--- config.mk ---
export PLATFORM = sky130hd
export DESIGN_NAME = otc_dma
export DESIGN_NICKNAME = d
export VERILOG_FILES = /design/src/rtl/otc_pkg.sv /design/src/rtl/otc_regs.sv /design/src/rtl/otc_walker.sv /design/src/rtl/otc_fsm.sv /design/src/rtl/otc_dma.sv
export SDC_FILE = /design/constraint.sdc
export NUM_CORES = 1
export LEC_CHECK = 0
export BUFFER_PORTS_ARGS = -buffer_cell sky130_fd_sc_hd__buf_2
export CORE_MARGIN = 2
export CORE_UTILIZATION = 51
export CTS_CLUSTER_DIAMETER = 120
export CTS_CLUSTER_SIZE = 28
export DETAILED_ROUTE_END_ITERATION = 8
export GPL_ROUTABILITY_DRIVEN = 0
export HOLD_SLACK_MARGIN = 0.03
export PLACE_DENSITY = 0.76
export SLEW_MARGIN = 20
export SYNTH_ARGS = -nofsm -noshare
export SYNTH_HDL_FRONTEND = slang
export SYNTH_SLANG_ARGS = --single-unit
--- constraint.sdc ---
create_clock -name clk -period 2.6 [get_ports clk]
set_input_delay 0 -clock clk [delete_from_list [all_inputs] [get_ports clk]]
set_output_delay 0 -clock clk [all_outputs]
set_load 0.01 [all_outputs]
--- src/rtl/otc_pkg.sv ---
package otc_pkg;
    typedef enum logic [1:0] {
        ST_IDLE,
        ST_CHECK,
        ST_WRITE,
        ST_DONE
    } otc_state_t;

    localparam logic [31:0] FILL_CMD = 32'h1100_0002;
    localparam int          BUSY_BIT = 24;
    localparam int          PTR_W    = 24;
    localparam logic [PTR_W-1:0] END_MARK = '1;
endpackage

--- src/rtl/otc_regs.sv ---
module otc_regs #(
    parameter int ADDR_W = 24,
    parameter int CNT_W  = 16
) (
    input  logic              clk,
    input  logic              rst_n,
    input  logic              we,
    input  logic [1:0]        sel,
    input  logic [31:0]       wdata,
    input  logic              done,
    output logic [ADDR_W-1:0] base_addr,
    output logic [CNT_W-1:0]  entry_cnt,
    output logic [31:0]       ctrl_word,
    output logic [31:0]       rdata
);
    import otc_pkg::*;

    logic wr_ok;
    assign wr_ok = we && !ctrl_word[BUSY_BIT];

    always_ff @(posedge clk) begin
        if (!rst_n) begin
            base_addr <= '0;
            entry_cnt <= '0;
            ctrl_word <= '0;
        end else begin
            if (done)
                ctrl_word[BUSY_BIT] <= 1'b0;
            if (wr_ok) begin
                unique case (sel)
                    2'd0:    base_addr <= wdata[ADDR_W-1:0];
                    2'd1:    entry_cnt <= wdata[CNT_W-1:0];
                    2'd2:    ctrl_word <= wdata;
                    default: ;
                endcase
            end
        end
    end

    always_comb begin
        unique case (sel)
            2'd0:    rdata = 32'(base_addr);
            2'd1:    rdata = 32'(entry_cnt);
            2'd2:    rdata = ctrl_word;
            default: rdata = '0;
        endcase
    end
endmodule

--- src/rtl/otc_walker.sv ---
module otc_walker #(
    parameter int ADDR_W = 24,
    parameter int CNT_W  = 16
) (
    input  logic              clk,
    input  logic              rst_n,
    input  logic              load,
    input  logic              step,
    input  logic [ADDR_W-1:0] base_addr,
    input  logic [CNT_W-1:0]  entry_cnt,
    output logic [ADDR_W-1:0] cur_addr,
    output logic [31:0]       word,
    output logic              last,
    output logic              empty
);
    import otc_pkg::*;

    logic [CNT_W-1:0]  left;
    logic [ADDR_W-1:0] below;
    logic [PTR_W-1:0]  ptr;

    assign below = cur_addr - ADDR_W'(4);
    assign ptr   = PTR_W'(below);
    assign last  = (left == CNT_W'(1));
    assign empty = (left == '0);
    assign word  = last ? 32'(END_MARK) : 32'(ptr);

    always_ff @(posedge clk) begin
        if (!rst_n) begin
            cur_addr <= '0;
            left     <= '0;
        end else if (load) begin
            cur_addr <= base_addr;
            left     <= entry_cnt;
        end else if (step) begin
            cur_addr <= below;
            left     <= left - CNT_W'(1);
        end
    end
endmodule

--- src/rtl/otc_fsm.sv ---
module otc_fsm (
    input  logic clk,
    input  logic rst_n,
    input  logic busy,
    input  logic cmd_ok,
    input  logic empty,
    input  logic last,
    input  logic gnt,
    output logic load,
    output logic step,
    output logic req,
    output logic done,
    output logic irq
);
    import otc_pkg::*;

    otc_state_t state, nxt;

    always_ff @(posedge clk) begin
        if (!rst_n) state <= ST_IDLE;
        else        state <= nxt;
    end

    always_comb begin
        nxt = state;
        unique case (state)
            ST_IDLE:  if (busy) nxt = ST_CHECK;
            ST_CHECK: nxt = (cmd_ok && !empty) ? ST_WRITE : ST_DONE;
            ST_WRITE: if (gnt && last) nxt = ST_DONE;
            ST_DONE:  nxt = ST_IDLE;
            default:  nxt = ST_IDLE;
        endcase
    end

    always_comb begin
        load = (state == ST_IDLE) && busy;
        req  = (state == ST_WRITE);
        step = (state == ST_WRITE) && gnt;
        done = (state == ST_DONE);
        irq  = (state == ST_DONE);
    end
endmodule

--- src/rtl/otc_dma.sv ---
module otc_dma #(
    parameter int ADDR_W = 24,
    parameter int CNT_W  = 16
) (
    input  logic              clk,
    input  logic              rst_n,
    input  logic              reg_we,
    input  logic [1:0]        reg_sel,
    input  logic [31:0]       reg_wdata,
    output logic [31:0]       reg_rdata,
    output logic              mem_req,
    input  logic              mem_gnt,
    output logic [ADDR_W-1:0] mem_addr,
    output logic [31:0]       mem_wdata,
    output logic              busy,
    output logic              irq
);
    import otc_pkg::*;

    logic [ADDR_W-1:0] base_addr;
    logic [CNT_W-1:0]  entry_cnt;
    logic [31:0]       ctrl_word;
    logic              load, step, done, last, empty, cmd_ok;

    assign busy   = ctrl_word[BUSY_BIT];
    assign cmd_ok = (ctrl_word == FILL_CMD);

    otc_regs #(.ADDR_W(ADDR_W), .CNT_W(CNT_W)) u_regs (
        .clk(clk), .rst_n(rst_n), .we(reg_we), .sel(reg_sel),
        .wdata(reg_wdata), .done(done), .base_addr(base_addr),
        .entry_cnt(entry_cnt), .ctrl_word(ctrl_word), .rdata(reg_rdata)
    );

    otc_walker #(.ADDR_W(ADDR_W), .CNT_W(CNT_W)) u_walk (
        .clk(clk), .rst_n(rst_n), .load(load), .step(step),
        .base_addr(base_addr), .entry_cnt(entry_cnt),
        .cur_addr(mem_addr), .word(mem_wdata), .last(last), .empty(empty)
    );

    otc_fsm u_fsm (
        .clk(clk), .rst_n(rst_n), .busy(busy), .cmd_ok(cmd_ok),
        .empty(empty), .last(last), .gnt(mem_gnt), .load(load),
        .step(step), .req(mem_req), .done(done), .irq(irq)
    );
endmodule

# Yosys cells after proc, flatten, opt, wreduce, memory -nomap -nowiden
# Index checks and enable logic that the tools add are counted.
[totals] reg_bits=114 latch_bits=0 ram_bits=0 mem_bits_ro=0 inputBits=38 out_inout_bits=91 wordCells=46 mem_count=0
[classes] addsub=2 mul=0 n_div=0 order_cmp=0 n_eq_ne=9 shift=0 mux=13 bitwise_logic=0 reduce_logical=15
[op_table] op="case mux 32 bit (3 select lines)" count=1
[op_table] op="two-way mux 24 bit" count=3
[op_table] op="two-way mux 25 bit" count=2
[op_table] op="equality test 32 x 29 -> 1 bit, second input constant" count=1
[op_table] op="two-way mux 16 bit" count=2
[op_table] op="subtractor 24 x 3 -> 24 bit, second input constant" count=1
[op_table] op="equality test 16 x 1 -> 1 bit, second input constant" count=1
[op_table] op="zero test 16 bit" count=1
[op_table] op="subtractor 16 x 1 -> 16 bit, second input constant" count=1
[op_table] op="case mux 2 bit (4 select lines)" count=1
[op_table] op="AND reduction 2 bit" count=4
[op_table] op="equality test 2 bit, second input constant" count=3
[op_table] op="logical AND 1 bit" count=5
[op_table] op="equality test 2 x 1 -> 1 bit, second input constant" count=2
[op_table] op="zero test 2 bit" count=2
[op_table] op="two-way mux 2 bit" count=2
[op_table] op="zero test 1 bit" count=2
[op_table] op="two-way mux 1 bit" count=2
[op_table] op="!= test 2 x 1 -> 1 bit, second input constant" count=1
[op_table] op="!= test 2 bit, second input constant" count=1
[op_table] op="nonzero test 2 bit" count=1

# Longest topological paths before layout
[logic_depth] depth_word=5 mapped_depth=8

# Hierarchy
# From an unflattened synthesis, not the netlist that was laid out.
[unflattened] hier_cells=717 hier_area_um2=6369.9
[modules_own_cells] module="otc_regs" instances=1 cells_each=337 area_each_um2=3291.9 seq_area_each_um2=1441.4
[modules_own_cells] module="otc_walker" instances=1 cells_each=346 area_each_um2=2765.2 seq_area_each_um2=800.8
[modules_own_cells] module="otc_fsm" instances=1 cells_each=23 area_each_um2=214.0 seq_area_each_um2=40.0
[modules_own_cells] module="otc_dma" instances=1 cells_each=11 area_each_um2=98.8 seq_area_each_um2=0.0

# Worst setup path after synthesis
# No wires, ideal clock.
[synth_path] kind="register -> register" from="reg u_walk.cur_addr[4]" to="reg u_walk.cur_addr[11]" setup_time_ns=0.070 arrival_ns=2.038 t_required_ns=2.530 setup_slack_ns=0.492 stages_incl_launch_ff=8 path_buffers=2 period_less_slack_ns=2.108 cell_sequence="dfxtp_1 buf_6 or4_4 buf_6 or3_4 or3_1 xor2_1 a21oi_1"
[synth_between] elab_chain_len=3
[synth_rtl] item="start: declaration" line_no="otc_walker.sv:11" text="output logic [ADDR_W-1:0] cur_addr,"
[synth_rtl] item="start signal: assignment" line_no="otc_walker.sv:33" text="cur_addr <= base_addr;"
[synth_rtl] item="start signal: assignment" line_no="otc_walker.sv:36" text="cur_addr <= below;"
[synth_rtl] item="subtractor 24 x 3 -> 24 bit" line_no="otc_walker.sv:22" text="assign below = cur_addr - ADDR_W'(4);"
[synth_rtl] item="two-way mux 24 bit" line_no="otc_walker.sv:35" text="end else if (step) begin"
[synth_rtl] item="two-way mux 24 bit" line_no="otc_walker.sv:32" text="end else if (load) begin"
# No other way between the ends. The select of a mux whose other input is x is not followed.
# A chain may end at the register's enable or synchronous reset.

# Worst setup path in the final report
[layout_path] from="reg u_walk.cur_addr[6]" to="out mem_wdata[15]"
[layout_between] elab_chain_len=2
[layout_rtl] item="subtractor 24 x 3 -> 24 bit" line_no="otc_walker.sv:22"
[layout_rtl] item="two-way mux 24 bit" line_no="otc_walker.sv:26" text="assign word = last ? 32'(END_MARK) : 32'(ptr);"
[layout_rtl] item="end: declaration" line_no="otc_dma.sv:14" text="output logic [31:0] mem_wdata,"
# No other way between the ends.

==> results.sh <==
export IMPL_crit_family="simple AND/OR/NAND/NOR gates"
export IMPL_syn_inst=766
export IMPL_rsz0062_at_grt="false"
export IMPL_synthDominantCellAreaShare_pct=39.3
export IMPL_diodes=0
export IMPL_dpl_hpwl_mm=11.4
export IMPL_yosys_area_top_type="dfxtp_1"
export IMPL_cts_max_path_buffers=2
export IMPL_die_x_um=111
export IMPL_num_rows=38
export IMPL_cts_buffers=17
export IMPL_antenna_found_initial=0
export IMPL_maxSlewViolCount=0
export IMPL_p_leak_nw=3.11
export IMPL_core_area_um2=11000
export IMPL_maxCapViolations=0
export IMPL_drc_errors=0
export IMPL_area_growth_pct=27.7
export IMPL_die_area_um2=12300
export IMPL_track_usage_pct=27.6
export IMPL_wl_per_cell_um=16.1
export IMPL_synth_warnings=0
export IMPL_synthesis_area_um2=5800
export IMPL_grt_overflow_total=0
export IMPL_die_height_um=111
export IMPL_status="complete, no violations"
export IMPL_port_buffer_count=120
export IMPL_root_buffer="clkbuf_16"
export IMPL_ioPinCount=129
export IMPL_critical_path_slowest_cell="or4_4"
export IMPL_synth_seq_cells=114
export IMPL_clock_latency_ns=0.41
export IMPL_cp_cell_sequence="or3_4, or4_4, or3_1, xor2_1, nand2_1, buf_2"
export IMPL_finalPower_mw=6.25
export IMPL_power_density_nw_per_um2=844
export IMPL_synth_seq_area_share_pct=39.3
export IMPL_syn_avg_cell_area_um2=7.58
export IMPL_slowest_delay_ns=0.55
export IMPL_cp_end_kind="output pin"
export IMPL_cts_tree="built"
export IMPL_max_freq_ghz=0.397
export IMPL_reg2reg_slack_ns=0.38
export IMPL_critPathLaunchType="flop"
export IMPL_synth_edf_count=0
export IMPL_final_hold_violation_count=0
export IMPL_critical_path_class="flop to output pin"
export IMPL_hp_class="input port to flop"
export IMPL_tightestPinTransition_ns=0.750
export IMPL_ys_types=46
export IMPL_critPathMaxFanout=9
export IMPL_drt_iter0_drc=369
export IMPL_htree_levels=4
export IMPL_finClkSkew_ns=0.00590
export IMPL_grt_max_degree=55
export IMPL_critPathArrivalTime_ns=2.52
export IMPL_layout_drive_gt1_share_pct=19.7
export IMPL_layout_nets=950
export IMPL_min_period_ns=2.52
export IMPL_clk_pin_slew_ns=0.05
export IMPL_yosys_top_cells_area="dfxtp_1 (39%), nand2_1 (13%), a21oi_1 (8.5%)"
export IMPL_synth_ff_type="dfxtp_1"
export IMPL_setup_tns_final_ns=0
export IMPL_routed_via_density=5.59
export IMPL_ant_nets=0
export IMPL_slew_headroom_pct=50.0
export IMPL_period_share_pct=96.8
export IMPL_wirelength_mm=17.0
export IMPL_setup_viol=0
export IMPL_grt_pass1_vias=5687
export IMPL_cp_num_buf_inv=1
export IMPL_async_reset_ff_share_pct=0
export IMPL_vias=5896
export IMPL_grt_pass1_wl_mm=27.5
export IMPL_start_util_pct=52.8
export IMPL_crit_required_ns=2.60
export IMPL_ir_worst_vdd_mv=0.681
export IMPL_drt_first_pass_iters=5
export IMPL_cts_sinks=114
==> tightest hold or removal path, cell delays in order <==
cell and delay, ns:
buf_2 0.11, nand2b_1 0.12, nor3_2 0.10, nand2_1 0.07
a21oi_1 0.05
==> cell usage after synthesis (2+ instances only) <==
library cell / number
inv_1: 8
nand4_1: 6
buf_1: 3
nor2_1: 38
or4_1: 3
buf_6: 3
nor4bb_1: 2
nand2_1: 194
xor2_1: 22
o211ai_1: 2
or3_1: 9
nand3_1: 16
ha_1: 8
and2_1: 11
nand2b_1: 5
a21oi_1: 99
nor2b_1: 3
o21ai_0: 43
mux2i_1: 25
and3_1: 4
or4_4: 2
buf_4: 8
o31ai_1: 2
xnor2_1: 26
dfxtp_1: 114
nor3_1: 14
nor4_1: 13
clkbuf_1: 49
a211oi_1: 14
nor4b_1: 4
==> layout make-up <==
class                   count  area, um2
clock buffers              24        482
clock inverters             6       80.1
fillers                   902       3570
inverters                   8       30.0
multi-input cells         588       3240
flip-flops and latches    114       2280
well taps                 140        175
repair buffers            175       1120
==> layer usage <==
metal / vias up / share of wire (%) / routed length, um / global-route usage, %
met2: 283 / 46 / 7830 / 44.3
met5: - / 0 / 0 / 0
met3: 48 / 9.0 / 1520 / 6.94
met4: 0 / 3.1 / 534 / 12.3
li1: 2873 / - / - / -
met1: 2692 / 42 / 7110 / 35.2
==> state kept, by name (all words and copies together), names as in the netlist <==
name / cells
u_regs.base_addr: 24
u_walk.left: 16
u_fsm.state: 2
u_regs.ctrl_word: 32
u_regs.entry_cnt: 16
u_walk.cur_addr: 24
==> cell families after synthesis <==
| group | after synthesis | synth area share (%) |
|---|---|---|
| simple gates | 334 | 26.6 |
| buf+inv | 71 | 5.50 |
| fa+ha+maj | 8 | 1.72 |
| compound gates | 165 | 15.3 |
| flops | 114 | 39.3 |
| xor+xnor | 48 | 7.24 |
| other cells | 1 | 0.0646 |
| mux | 25 | 4.31 |
==> placed cells by master (no fill, tap or decap), drive strengths merged, types with 8 or more instances in the layout <==
cell type    instances
xor2                22
nand3               16
dlygate4sd3         34
a21oi               99
a211oi              14
nor4                15
dfxtp              114
clkbuf              24
inv                  8
o21ai               43
or3                 11
conb                 8
mux2i               25
ha                   8
and2                11
nor2                38
nand2              195
nor3                14
xnor2               26
buf                141
==> metrics by stage <==
step	setup WS, ns	hold WS [ns]	std cells	instance area, um2	util (%)
2_1_floorplan	0.492	0.136	773	5830	-
3_3_place_gp	0.476	0.239	985	6460	58.8
3_5_place_dp	0.405	0.246	985	6460	58.8
4_1_cts	0.0425	0.0813	1050	7380	67.2
5_1_grt	0.00627	0.115	1055	7410	67.5
6_report	0.0824	0.0975	1055	7410	67.5
==> where the power goes <==
part           internal [mW]  switching, mW
combinational          0.919           1.09
clock                   1.46          0.753
sequential              1.87          0.157
==> path summary, 6_finish.rpt <==
kind | startpoint | endpoint | cells after the start
max reg2reg | u_walk.cur_addr[5]$_SDFFE_PN0P_ | u_walk.cur_addr[11]$_SDFFE_PN0P_ | 6
min reg2reg | u_regs.ctrl_word[29]$_SDFFE_PN0P_ | u_regs.ctrl_word[29]$_SDFFE_PN0P_ | 2
max | u_walk.cur_addr[6]$_SDFFE_PN0P_ | mem_wdata[15] | 6
min | reg_we | u_regs.base_addr[3]$_SDFFE_PN0P_ | 5
==> timing repair <==
action                                  in CTS  in global routing
hold buffers                                34                  0
endpoints found under the setup margin       1                  5
hold endpoints to repair                    85                  0
pin swaps                                    1                  3
gates resized for setup                      1                  0
buffers inserted                             1                  5
Note: power is estimated with default switching activity, not from simulation.
